File: config.mk
export PLATFORM = sky130hd
export DESIGN_NAME = burst_addr_seq
export DESIGN_NICKNAME = d
export VERILOG_FILES = /design/src/rtl/bsq_pkg.sv /design/src/rtl/bsq_beat_ctr.sv /design/src/rtl/bsq_addr_reg.sv /design/src/rtl/bsq_low_step.sv /design/src/rtl/burst_addr_seq.sv
export SDC_FILE = /design/constraint.sdc
export NUM_CORES = 1
export LEC_CHECK = 0
export BUFFER_PORTS_ARGS = -buffer_cell sky130_fd_sc_hd__buf_2
export CAP_MARGIN = 10
export CORE_AREA = 2 2 46 48
export DETAILED_ROUTE_END_ITERATION = 10
export DIE_AREA = 0 0 48 50
export PLACE_DENSITY = 0.79
export REMOVE_ABC_BUFFERS = 1
export SLEW_MARGIN = 20
export SYNTH_ARGS = -nofsm -noshare
export SYNTH_HDL_FRONTEND = slang
export SYNTH_SLANG_ARGS = --single-unit
File: constraint.sdc
create_clock -name clk -period 1.2 [get_ports clk]
set_input_delay 0.12 -clock clk [delete_from_list [all_inputs] [get_ports clk]]
set_output_delay 0.12 -clock clk [all_outputs]
set_load 0.05 [all_outputs]
File: src/rtl/bsq_pkg.sv
package bsq_pkg;

    // Operation applied at the next rising edge
    typedef enum logic [1:0] {
        OP_HOLD = 2'd0,
        OP_LOAD = 2'd1,
        OP_ADV  = 2'd2
    } seq_op_e;

    // Static order choice
    typedef enum logic {
        ORD_LINEAR     = 1'b0,
        ORD_INTERLEAVE = 1'b1
    } burst_order_e;

    // Default group size exponent (4-word groups)
    localparam int unsigned DEF_BEAT_W = 2;

    function automatic seq_op_e decode_op(input logic hold_n, input logic adv_n);
        if (hold_n)
            return OP_HOLD;
        else if (!adv_n)
            return OP_LOAD;
        else
            return OP_ADV;
    endfunction

endpackage

File: src/rtl/bsq_beat_ctr.sv
module bsq_beat_ctr
    import bsq_pkg::*;
#(
    parameter int unsigned BEAT_W = DEF_BEAT_W
) (
    input  logic              clk,
    input  logic              rst,
    input  seq_op_e           op,
    output logic [BEAT_W-1:0] beat
);

    always_ff @(posedge clk) begin
        if (rst)
            beat <= '0;
        else begin
            case (op)
                OP_LOAD: beat <= '0;
                OP_ADV:  beat <= beat + 1'b1;
                default: beat <= beat;
            endcase
        end
    end


    beat_hold_chk: assert property (@(posedge clk) disable iff (rst)
        (op == OP_HOLD) |=> $stable(beat));


    beat_restart_chk: assert property (@(posedge clk) disable iff (rst)
        (op == OP_LOAD) |=> (beat == '0));


    beat_wrap_chk: assert property (@(posedge clk) disable iff (rst)
        (op == OP_ADV && beat == '1) |=> (beat == '0));

endmodule

File: src/rtl/bsq_addr_reg.sv
module bsq_addr_reg
    import bsq_pkg::*;
#(
    parameter int unsigned ADDR_W = 18
) (
    input  logic              clk,
    input  logic              rst,
    input  seq_op_e           op,
    input  logic [ADDR_W-1:0] req_addr,
    output logic [ADDR_W-1:0] base
);

    always_ff @(posedge clk) begin
        if (rst)
            base <= '0;
        else if (op == OP_LOAD)
            base <= req_addr;
    end


    base_ignore_chk: assert property (@(posedge clk) disable iff (rst)
        (op == OP_ADV) |=> $stable(base));

endmodule

File: src/rtl/bsq_low_step.sv
module bsq_low_step
    import bsq_pkg::*;
#(
    parameter int unsigned BEAT_W = DEF_BEAT_W
) (
    input  logic              order_il,
    input  logic [BEAT_W-1:0] start_low,
    input  logic [BEAT_W-1:0] beat,
    output logic [BEAT_W-1:0] low_out
);

    burst_order_e order;
    assign order = burst_order_e'(order_il);

    always_comb begin
        case (order)
            ORD_INTERLEAVE: low_out = start_low ^ beat;
            default:        low_out = start_low + beat;
        endcase
    end


    always_comb begin
        if (beat == '0)
            lead_beat_chk: assert (low_out == start_low);
    end

endmodule

File: src/rtl/burst_addr_seq.sv
module burst_addr_seq
    import bsq_pkg::*;
#(
    parameter int unsigned ADDR_W = 18,
    parameter int unsigned BEAT_W = DEF_BEAT_W
) (
    input  logic              clk,
    input  logic              rst,
    input  logic              hold_n,
    input  logic              adv_n,
    input  logic              order_il,
    input  logic [ADDR_W-1:0] req_addr,
    output logic [ADDR_W-1:0] word_addr
);

    localparam int unsigned UP_W = ADDR_W - BEAT_W;

    seq_op_e           op;
    logic [BEAT_W-1:0] beat;
    logic [ADDR_W-1:0] base;
    logic [BEAT_W-1:0] low_bits;

    assign op = decode_op(hold_n, adv_n);

    bsq_beat_ctr #(.BEAT_W(BEAT_W)) u_beat (
        .clk  (clk),
        .rst  (rst),
        .op   (op),
        .beat (beat)
    );

    bsq_addr_reg #(.ADDR_W(ADDR_W)) u_base (
        .clk      (clk),
        .rst      (rst),
        .op       (op),
        .req_addr (req_addr),
        .base     (base)
    );

    bsq_low_step #(.BEAT_W(BEAT_W)) u_step (
        .order_il  (order_il),
        .start_low (base[BEAT_W-1:0]),
        .beat      (beat),
        .low_out   (low_bits)
    );

    generate
        if (UP_W > 0) begin : g_upper
            assign word_addr = {base[ADDR_W-1:BEAT_W], low_bits};
        end else begin : g_flat
            assign word_addr = low_bits;
        end
    endgenerate


    reset_zero_chk: assert property (@(posedge clk)
        rst |=> (word_addr == '0));


    load_capture_chk: assert property (@(posedge clk) disable iff (rst)
        (!hold_n && !adv_n) |=> (word_addr == $past(req_addr)));


    upper_keep_chk: assert property (@(posedge clk) disable iff (rst)
        (!hold_n && adv_n) |=> $stable(word_addr[ADDR_W-1:BEAT_W]));

endmodule

# Word-level counts from Yosys, hierarchy flattened
# Index checks and enable logic that the tools add are counted.
totals:
  register_bits: 20
  inputBits: 23
  output_inout_bits: 18
  wordCells: 12
classes:
  addsub: 2
  eq_ne: 2
  n_mux: 4
  bitwise: 1
  n_reduce_logical: 1
ops:
  columns: ["op", "n"]
  rows:
  - ["2-bit 2-to-1 mux", 3]
  - ["2-bit case mux with 2 select lines", 1]
  - ["2-bit by 1-bit adder with 2-bit output, second input constant", 1]
  - ["2-bit adder", 1]
  - ["2-bit by 1-bit == test with 1-bit output, second input constant", 1]
  - ["2-bit == test, second input constant", 1]
  - ["2-bit nonzero test", 1]
  - ["2-bit bitwise XOR", 1]

# Logic depth before layout (Yosys ltp)
# Gate-level depths: netlist of the first run.
logic_depth:
  word_depth: 4
  mapped_depth: 5
  mapped_depth_nobuf: 3

# Hierarchy
# Synthesis of the first run repeated with hierarchy kept, for this count alone.
hier_totals:
  cells_unflattened: 97
  hier_area_um2: 1009.7
by_module_without_submodules:
  columns: ["mod", "instances", "cells_per_inst", "area_each_um2", "seq_area_each_um2"]
  rows:
  - ["bsq_addr_reg", 1, 80, 850.8, 360.3]
  - ["bsq_beat_ctr", 1, 11, 105.1, 40.0]
  - ["bsq_low_step", 1, 4, 36.3, 0.0]
  - ["burst_addr_seq", 1, 2, 17.5, 0.0]

# Worst setup path before layout of the first run
# No wires, ideal clock.
synth_timing:
  path_type: "register -> output"
  startpoint: "reg u_beat.beat[0]"
  endpoint: "out word_addr[1]"
  arrival_time_ns: 1.454
  required_ns: 1.080
  slack_ns: -0.374
  stages_incl_launch_ff: 4
  path_buffers: 0
  cell_sequence: "dfxtp_1 > ha_1 > nor2b_1 > xnor2_1"
synth_between:
  elab_chain_cells: 2
synth_rtl:
  columns: ["element", "line_no", "text"]
  rows:
  - ["start: declaration", "bsq_beat_ctr.sv:9", "output logic [BEAT_W-1:0] beat"]
  - ["start signal: assignment", "bsq_beat_ctr.sv:18", "OP_ADV: beat <= beat + 1'b1;"]
  - ["start signal: assignment", "bsq_beat_ctr.sv:19", "default: beat <= beat;"]
  - ["2-bit adder", "bsq_low_step.sv:18", "default: low_out = start_low + beat;"]
  - ["2-bit 2-to-1 mux", "bsq_low_step.sv:16", "case (order)"]
  - ["end: declaration", "burst_addr_seq.sv:13", "output logic [ADDR_W-1:0] word_addr"]
# No other way between the ends.

# Final worst setup path of the first run
layout_timing:
  startpoint: "reg u_base.base[1]"
  endpoint: "out word_addr[1]"
layout_between:
  elab_chain_cells: 2
  word_cells_on_any_way: 3
  cone_classes: "1 x add/sub; 1 x mux; 1 x bitwise"
layout_rtl:
  columns: ["element", "line_no", "text"]
  rows:
  - ["start: declaration", "bsq_addr_reg.sv:10", "output logic [ADDR_W-1:0] base"]
  - ["start signal: assignment", "bsq_addr_reg.sv:17", "base <= req_addr;"]
  - ["2-bit adder / 2-bit bitwise XOR (equally long branches)", "bsq_low_step.sv:18, bsq_low_step.sv:17", null]
  - ["2-bit 2-to-1 mux *", "bsq_low_step.sv:16", null]
# Mark *: on every way between the ends. The rest lies on a longest branch, timed or not.

==> flow_summary.toml, run 1 <==
[pwr]
leakagePower_nw = 0.477
p_total_mw = 1.35
ir_drop_uv = 575
powerDensity_mw_per_mm2 = 1290

[grt]
grt_max_degree = 21
antenna_found_initial = 0
grt_pass1_wl_mm = 2.67
grt_pass1_vias = 706
gr-total-overflow = 0
grt_use_total_pct = 15.3

[floorplanning]
core-area_sq_mm = 0.00190
die_area_sq_mm = 0.00240
row_count = 16
die_h_um = 50
die_w_um = 48
initial_utilization_pct = 45.9
ios = 41

[timing]
finClkSkew_ns = 0.000292
hold_violations = 0
setup_ws_ns = -0.158
max_freq_mhz = 736
min_period_ns = 1.36
post-route-period-util_pct = 113
slew_viol_final = 0
rsz0062_at_grt = "true"
finalSetupViolations = 1
timing.slew.headroom_pct = 60.4
tightest_slew_ns = 0.593
worst_hold_slack_ns = 0.0562

[setup_path]
cp-start-kind = "register"
crit_path_top_delay_cell = "dfxtp_1"
crit_chain = "xnor2_1 > xnor2_2 > buf_6"
crit_type = "reg2out"
cp.required_ns = 1.08
max_stage_delay_ns = 0.34
cp-end-kind = "output pin"
crit_path_max_fanout = 2
cp.arrival_ns = 1.24

[clock_tree]
cts_max_level = 1
cts_sinks = 20
clkLatencyLatePin_ns = 0.29
root_buffer = "clkbuf_4"
clkTransAtPathRegs_ns = 0.10
cts_tree = "built"
cts_made_buffers = 3
cts.path.max_buffers = 2
hold_buffers = 0

[route]
wl_per_cell_um = 10.7
route.detailed.drc = 0
postRouteAntennaNets = 0
drt_iter0_markers = 6
vias = 722
drt_first_pass_iters = 4
wirelength_mm = 1.71
viasPerCell = 4.51

[place]
post-dp-hpwl_mm = 1.23
post-place-ws_ns = 0.0742
port_buffers = 40
gp_congestion = 0.600
dpl-instance-area_sq_um = 967

[synth]
synth_edf_count = 0
yosys_warnings = 0
synth_cells = 108
yosys.cell_types.count = 15
seq_area_frac_synth_pct = 45.9
yosys.area.top_type = "dfxtp_1"
netlist_area_sq_um = 872
synth-seq-cells = 20
synth_area_leaders = "dfxtp_1, buf_4, nand2_1"
synth.top_cell.area_share_pct = 45.9
synth.avg_cell_area_sq_um = 8.07
synth.most_common_cell = "nand2_1"
synthTopCellsByCount = "nand2_1, a21oi_1, dfxtp_1, buf_4"
postSynth.asyncResetShare_pct = 0
synthFlopType = "dfxtp_1"

[outcome]
violations = "setup timing"
status = "finished with violations"

[hold_path]
hp-class = "in2reg"

[layout]
multiInputGateArea_sq_um = 345
drive_gt1_share_pct = 39.1
diodes = 0
fin_area_sq_mm = 0.00105
syn2layout_area_growth_pct = 20.4
seq_area_sq_um = 403
num-nets-final = 158
num-fill-cells = 186

[job]
drv_cap = 0
==> what timing repair did <==
action | CTS | global route
gates resized for setup | 10 | 2
endpoints found under the hold margin | 0 | 0
setup endpoints to repair | 2 | 1
pin swaps | 1 | 1
buffers inserted | 0 | 0
==> cells in the final DEF, fill, tap and decap left out, drive strengths merged <==
master   Yosys  layout
or2          1       1
nor3b        1       1
dfxtp       20      20
ha           1       1
xnor2        2       2
nand2       36      36
nor2         2       2
a21oi       20      20
buf         19      42
nand4bb      1       1
clkbuf       2       4
nor2b        2       2
o21ai        1       1
==> logic make-up (layout without fill, tap and decap cells) <==
kind of cell             count (synthesis)  count (layout)  share of synthesized area [%]
flip-flops                              20              20                           45.9
adder cells (fa/ha/maj)                  1               1                           1.43
AND/OR/NAND/NOR                         43              43                           20.9
AO/OA/AOI/OAI                           21              21                           12.1
XOR/XNOR                                 2               2                           2.01
buffers and inverters                   21              46                           17.6
==> area by class of cell <==
cell class / count / share of cell area, %
Clock buffer: 4 / 3.46
Multi-Input combinational cell: 67 / 32.9
Sequential cell: 20 / 38.4
Tap cell: 27 / 3.22
Timing Repair Buffer: 42 / 22.0
==> per-stage QoR <==
stage,cells,setup TNS [ns],utilization (%)
after detailed placement,156,0,50.9
after CTS,160,-0.176,54.6
after global routing,160,-0.231,55.2
after floorplan,87,-0.374,-
after global placement,156,0,50.9
final,160,-0.158,55.2
==> metal layers <==
metal  GRT usage, %  routed length (um)
met4           7.66                  13
met2           28.2                 891
met5              0                   0
met1           15.0                 713
met3           2.56                  94
==> where the power goes <==
group / total (mW) / switching [mW] / internal (mW)
Clock: 0.368 / 0.184 / 0.185
Combinational: 0.273 / 0.184 / 0.0897
Sequential: 0.711 / 0.0162 / 0.694
==> path summary, 6_finish.rpt <==
kind,from,to,slack [ns],cells past startpoint
hold reg to reg,u_base.base[3],u_base.base[3],0.46,2
hold / removal,req_addr[11],u_base.base[11],0.06,3
setup / recovery,u_base.base[1],word_addr[1],-0.16,3
setup reg to reg,u_beat.beat[0],u_beat.beat[1],0.31,4
==> flip-flops by register name, summed over array words and instances (netlist names) <==
| signal | flops |
|---|---|
| u_base.base | 18 |
| u_beat.beat | 2 |
==> critical path, delay by kind of cell (launching register included) <==
family | cells | cell delay [ns]
xor gates and xnor gates | 2 | 0.43
DFF | 1 | 0.34
buffers and inverters | 1 | 0.18
No activity file was read; power rests on OpenSTA's default activity.
==> inputs of run 2 (changes only) <==
--- a/config.mk
+++ b/config.mk
@@ -8,6 +8,7 @@
 export BUFFER_PORTS_ARGS = -buffer_cell sky130_fd_sc_hd__buf_2
 export CAP_MARGIN = 10
 export CORE_AREA = 2 2 46 48
+export CTS_BUF_LIST = sky130_fd_sc_hd__clkbuf_16
 export DETAILED_ROUTE_END_ITERATION = 10
 export DIE_AREA = 0 0 48 50
 export PLACE_DENSITY = 0.79
==> flow_summary.toml, run 2 (same netlist as run 1, synthesis figures left out) <==
[clock_tree]
root_buffer = "clkbuf_16"
cts_made_buffers = 3
clkLatencyLatePin_ns = 0.24
clkTransAtPathRegs_ns = 0.05
cts_sinks = 20
cts_post_setup_buffers_inserted = 0
cts_max_level = 1
hold_buffers = 0
cts_tree = "built"
cts.path.max_buffers = 2

[hold_path]
hp-class = "in2reg"

[route]
postRouteAntennaNets = 0
drt_iter0_markers = 5
drt_first_pass_iters = 4
viasPerCell = 4.57
wirelength_mm = 1.72
wl_per_cell_um = 10.8
vias = 731
route.detailed.drc = 0

[grt]
antenna_found_initial = 0
grt_pass1_vias = 705
grt_use_total_pct = 15.1
gr-total-overflow = 0
grt_max_degree = 21
grt_pass1_wl_mm = 2.63

[pwr]
p_sw_uw = 415
internal-power_mw = 1.22
ir_drop_uv = 761
pwr-share-comb_pct = 16.3
clkPwrFrac_pct = 40.2
p_sw_share_pct = 25.4
p_total_mw = 1.64
powerDensity_mw_per_mm2 = 1510
leakagePower_nw = 0.492
p_seq_share_pct = 43.5

[setup_path]
cp.required_ns = 1.08
cp-start-kind = "register"
cp_top_family = "XOR/XNOR gates"
crit_path_max_fanout = 2
crit_type = "reg2out"
cp_num_buf_inv = 1
cp.arrival_ns = 1.17
max_stage_delay_ns = 0.32
cp-end-kind = "output pin"
crit_chain = "xnor2_1 > xnor2_2 > buf_6"
crit_path_top_delay_cell = "dfxtp_1"

[timing]
slew_viol_final = 0
timing.slew.headroom_pct = 60.3
max_freq_mhz = 773
min_period_ns = 1.29
hold_violations = 0
finalSetupViolations = 1
post-route-period-util_pct = 108
setup_ws_ns = -0.0938
rsz0062_at_grt = "true"
worst_hold_slack_ns = 0.107
tightest_slew_ns = 0.596
finClkSkew_ns = 0.000532

[layout]
num-nets-final = 158
syn2layout_area_growth_pct = 24.4
largest_register = "u_base.base"
layout_commonest_cell = "buf_2"
num-fill-cells = 183
drive_gt1_share_pct = 38.3
layout_common_cells = "buf_2, nand2_1, a21oi_1, dfxtp_1"
largest_register_ffs = 18
top_regs = "u_base.base x18, u_beat.beat x2"
diodes = 0

[outcome]
violations = "setup timing"
status = "finished with violations"

[floorplanning]
ios = 41
die_w_um = 48
initial_utilization_pct = 45.9
die_h_um = 50
core-area_sq_mm = 0.00190
die_area_sq_mm = 0.00240
row_count = 16

[place]
post-place-ws_ns = 0.0742
gp_congestion = 0.600
post-dp-hpwl_mm = 1.23
port_buffers = 40

[job]
drv_cap = 0
==> run 2: area by class of cell <==
cell class / count / area, sq um / area share, %
timing repair buffer: 42 / 224 / 20.6
sequential: 20 / 403 / 37.1
multi-input combinational: 67 / 345 / 31.8
tap: 27 / 33.8 / 3.11
clock buffer: 3 / 75.1 / 6.92
clock inverter: 1 / 3.75 / 0.346
==> run 2: metal layers <==
metal  global-route usage (%)  vias up  wire, um
met5                        0        -         0
met4                     8.11        0        23
met3                     4.03        4        94
met2                     27.1       27       874
met1                     14.6      321       728
li1                         -      379         -
==> run 2: power by group through the flow <==
stage          combinational [mW]  clock, mW  sequential, mW
2_1_floorplan              0.0781          0           0.809
3_3_place_gp                0.252          0           0.722
3_5_place_dp                0.257          0           0.724
4_1_cts                     0.263      0.674           0.711
5_1_grt                     0.289      0.707           0.715
6_report                    0.267      0.659           0.712
==> run 2: metrics by stage <==
stage	util, %	setup TNS (ns)	std cells	area (sq um)
detailed placement	50.9	0	156	967
finish	57.0	-0.0938	160	1080
global placement	50.9	0	156	967
CTS	55.9	-0.123	160	1060
floorplan	-	-0.374	87	718
global route	57.0	-0.157	160	1080
==> run 2: worst reg2reg max path: stages, from the launching register on <==
cell and delay (ns):
dfxtp_2 0.35, buf_4 0.13, nor2b_1 0.04, o21ai_0 0.15, a21oi_1 0.09
==> run 2: worst paths after layout <==
kind                        from               to  slack [ns]  cells past startpoint
setup / recovery  u_base.base[1]     word_addr[1]       -0.09                      3
hold reg to reg   u_base.base[3]   u_base.base[3]        0.45                      2
hold / removal      req_addr[11]  u_base.base[11]        0.11                      3
setup reg to reg  u_beat.beat[0]   u_beat.beat[1]        0.32                      4
==> run 2: timing repair <==
action | 4_1_cts | 5_1_grt
gates resized for setup | 7 | 3
setup endpoints to repair | 2 | 2
pin swaps | 1 | 1
==> inputs of run 3 (changes only) <==
--- a/config.mk
+++ b/config.mk
@@ -12,6 +12,7 @@
 export DETAILED_ROUTE_END_ITERATION = 10
 export DIE_AREA = 0 0 48 50
 export PLACE_DENSITY = 0.79
+export RECOVER_POWER = 25
 export REMOVE_ABC_BUFFERS = 1
 export SLEW_MARGIN = 20
 export SYNTH_ARGS = -nofsm -noshare
==> flow_summary.toml, run 3 (same netlist as run 1, synthesis figures left out) <==
[setup_path]
crit_type = "reg2out"
r2r_slack_ns = 0.31
cp_num_buf_inv = 1
cp.required_ns = 1.08
crit_path_max_fanout = 2
cp.arrival_ns = 1.17
max_stage_delay_ns = 0.32
crit_path_top_delay_cell = "dfxtp_1"
crit_chain = "xnor2_1 > xnor2_2 > buf_6"
r2r_start = "u_beat.beat[0]"
cp_top_family = "XOR/XNOR gates"
cp-end-kind = "output pin"
cp-startpoint = "u_base.base[1]"
timing.rr.end = "u_beat.beat[1]"
cp-start-kind = "register"
reg2reg_depth = 4

[floorplanning]
die_w_um = 48
die_h_um = 50
core-area_sq_mm = 0.00190
ios = 41
die_area_sq_mm = 0.00240
initial_utilization_pct = 45.9
row_count = 16

[hold_path]
min_from = "req_addr[11]"
hold_path_end = "u_base.base[11]"
hp-class = "in2reg"
min_path_cells = 3

[pwr]
pwr-share-comb_pct = 16.2
p_seq_share_pct = 43.5
leakagePower_nw = 0.490
ir_drop_uv = 761
p_sw_share_pct = 25.4
powerDensity_mw_per_mm2 = 1510
internal-power_mw = 1.22
p_sw_uw = 415
clkPwrFrac_pct = 40.2

[clock_tree]
hold_buffers = 0
cts_tree = "built"
cts_made_buffers = 3
cts_sinks = 20
cts_max_level = 1
cts.path.max_buffers = 2
root_buffer = "clkbuf_16"
clkLatencyLatePin_ns = 0.24
clkTransAtPathRegs_ns = 0.05

[timing]
max_freq_mhz = 773
min_period_ns = 1.29
setup_ws_ns = -0.0938
finClkSkew_ns = 0.000532
worst_hold_slack_ns = 0.107
slew_viol_final = 0
tightest_slew_ns = 0.596
timing.slew.headroom_pct = 60.3
finalSetupTns_ns = -0.0938
finalSetupViolations = 1
rsz0062_at_grt = "true"
post-route-period-util_pct = 108
hold_violations = 0

[grt]
gr-total-overflow = 0
antenna_found_initial = 0
grt_pass1_wl_mm = 2.63
grt_max_degree = 21
grt_use_total_pct = 15.1
grt_pass1_vias = 705

[place]
post-dp-hpwl_mm = 1.23
gp_congestion = 0.600
post-place-ws_ns = 0.0742
dp_cells = 156
port_buffers = 40
dpl-instance-area_sq_um = 967

[layout]
num-fill-cells = 184
layout_commonest_cell = "buf_2"
top_regs = "u_base.base x18, u_beat.beat x2"
syn2layout_area_growth_pct = 24.2
diodes = 0
final_cells = 160
layout_common_cells = "buf_2, nand2_1, a21oi_1, dfxtp_1"
largest_register_ffs = 18
drive_gt1_share_pct = 37.6
num-nets-final = 158
fin_area_sq_mm = 0.00108
largest_register = "u_base.base"

[outcome]
violations = "setup timing"
status = "finished with violations"

[route]
drt_iter0_markers = 5
postRouteAntennaNets = 0
vias = 731
wirelength_mm = 1.72
route.detailed.drc = 0
viasPerCell = 4.57
drt_first_pass_iters = 4
wl_per_cell_um = 10.7

[job]
drv_cap = 0
==> run 3: routing by layer <==
layer,vias up,global-route usage (%),part of all wire (%)
met3,4,4.03,5.5
met4,0,8.11,1.3
met2,27,27.1,51
met5,-,0,0
li1,379,-,-
met1,321,14.6,42
==> run 3: power groups by stage <==
stage	Clock [mW]	Combinational [mW]	Sequential, mW
final	0.659	0.266	0.712
after global routing	0.707	0.288	0.715
after CTS	0.674	0.263	0.711
after detailed placement	0	0.257	0.724
after global placement	0	0.252	0.722
after floorplan	0	0.0781	0.809
==> run 3: final cells by class <==
type / count / area, sq um / share of cell area, %
flip-flops and latches: 20 / 403 / 37.2
multi-input cells: 67 / 345 / 31.9
repair buffers: 42 / 223 / 20.6
clock buffers: 3 / 75.1 / 6.93
well taps: 27 / 33.8 / 3.12
clock inverters: 1 / 3.75 / 0.346
==> run 3: how the worst max path moves through the flow <==
stage                     depth (start not counted)              to
after floorplan                                   3    word_addr[1]
after detailed placement                          4  u_base.base[2]
after global routing                              3    word_addr[1]
final                                             3    word_addr[1]
after global placement                            4    word_addr[1]
after CTS                                         4    word_addr[1]
==> run 3: repair_timing <==
| action | CTS | global route |
|---|---|---|
| hold endpoints to repair | 0 | 0 |
| buffers inserted | 0 | 0 |
| endpoints found under the setup margin | 2 | 2 |
| pin swaps | 1 | 1 |
| gates resized for setup | 7 | 3 |
| gates cloned | 0 | 0 |
==> run 3: tightest hold or removal path, stage by stage <==
cell and delay, ns:
buf_2 0.09, nand2_1 0.04, a21oi_1 0.05
==> run 3: stage by stage <==
stage / util, % / power (mW)
floorplan: - / 0.887
global placement: 50.9 / 0.974
detailed placement: 50.9 / 0.981
CTS: 55.9 / 1.65
global route: 57.0 / 1.71
finish: 57.0 / 1.64
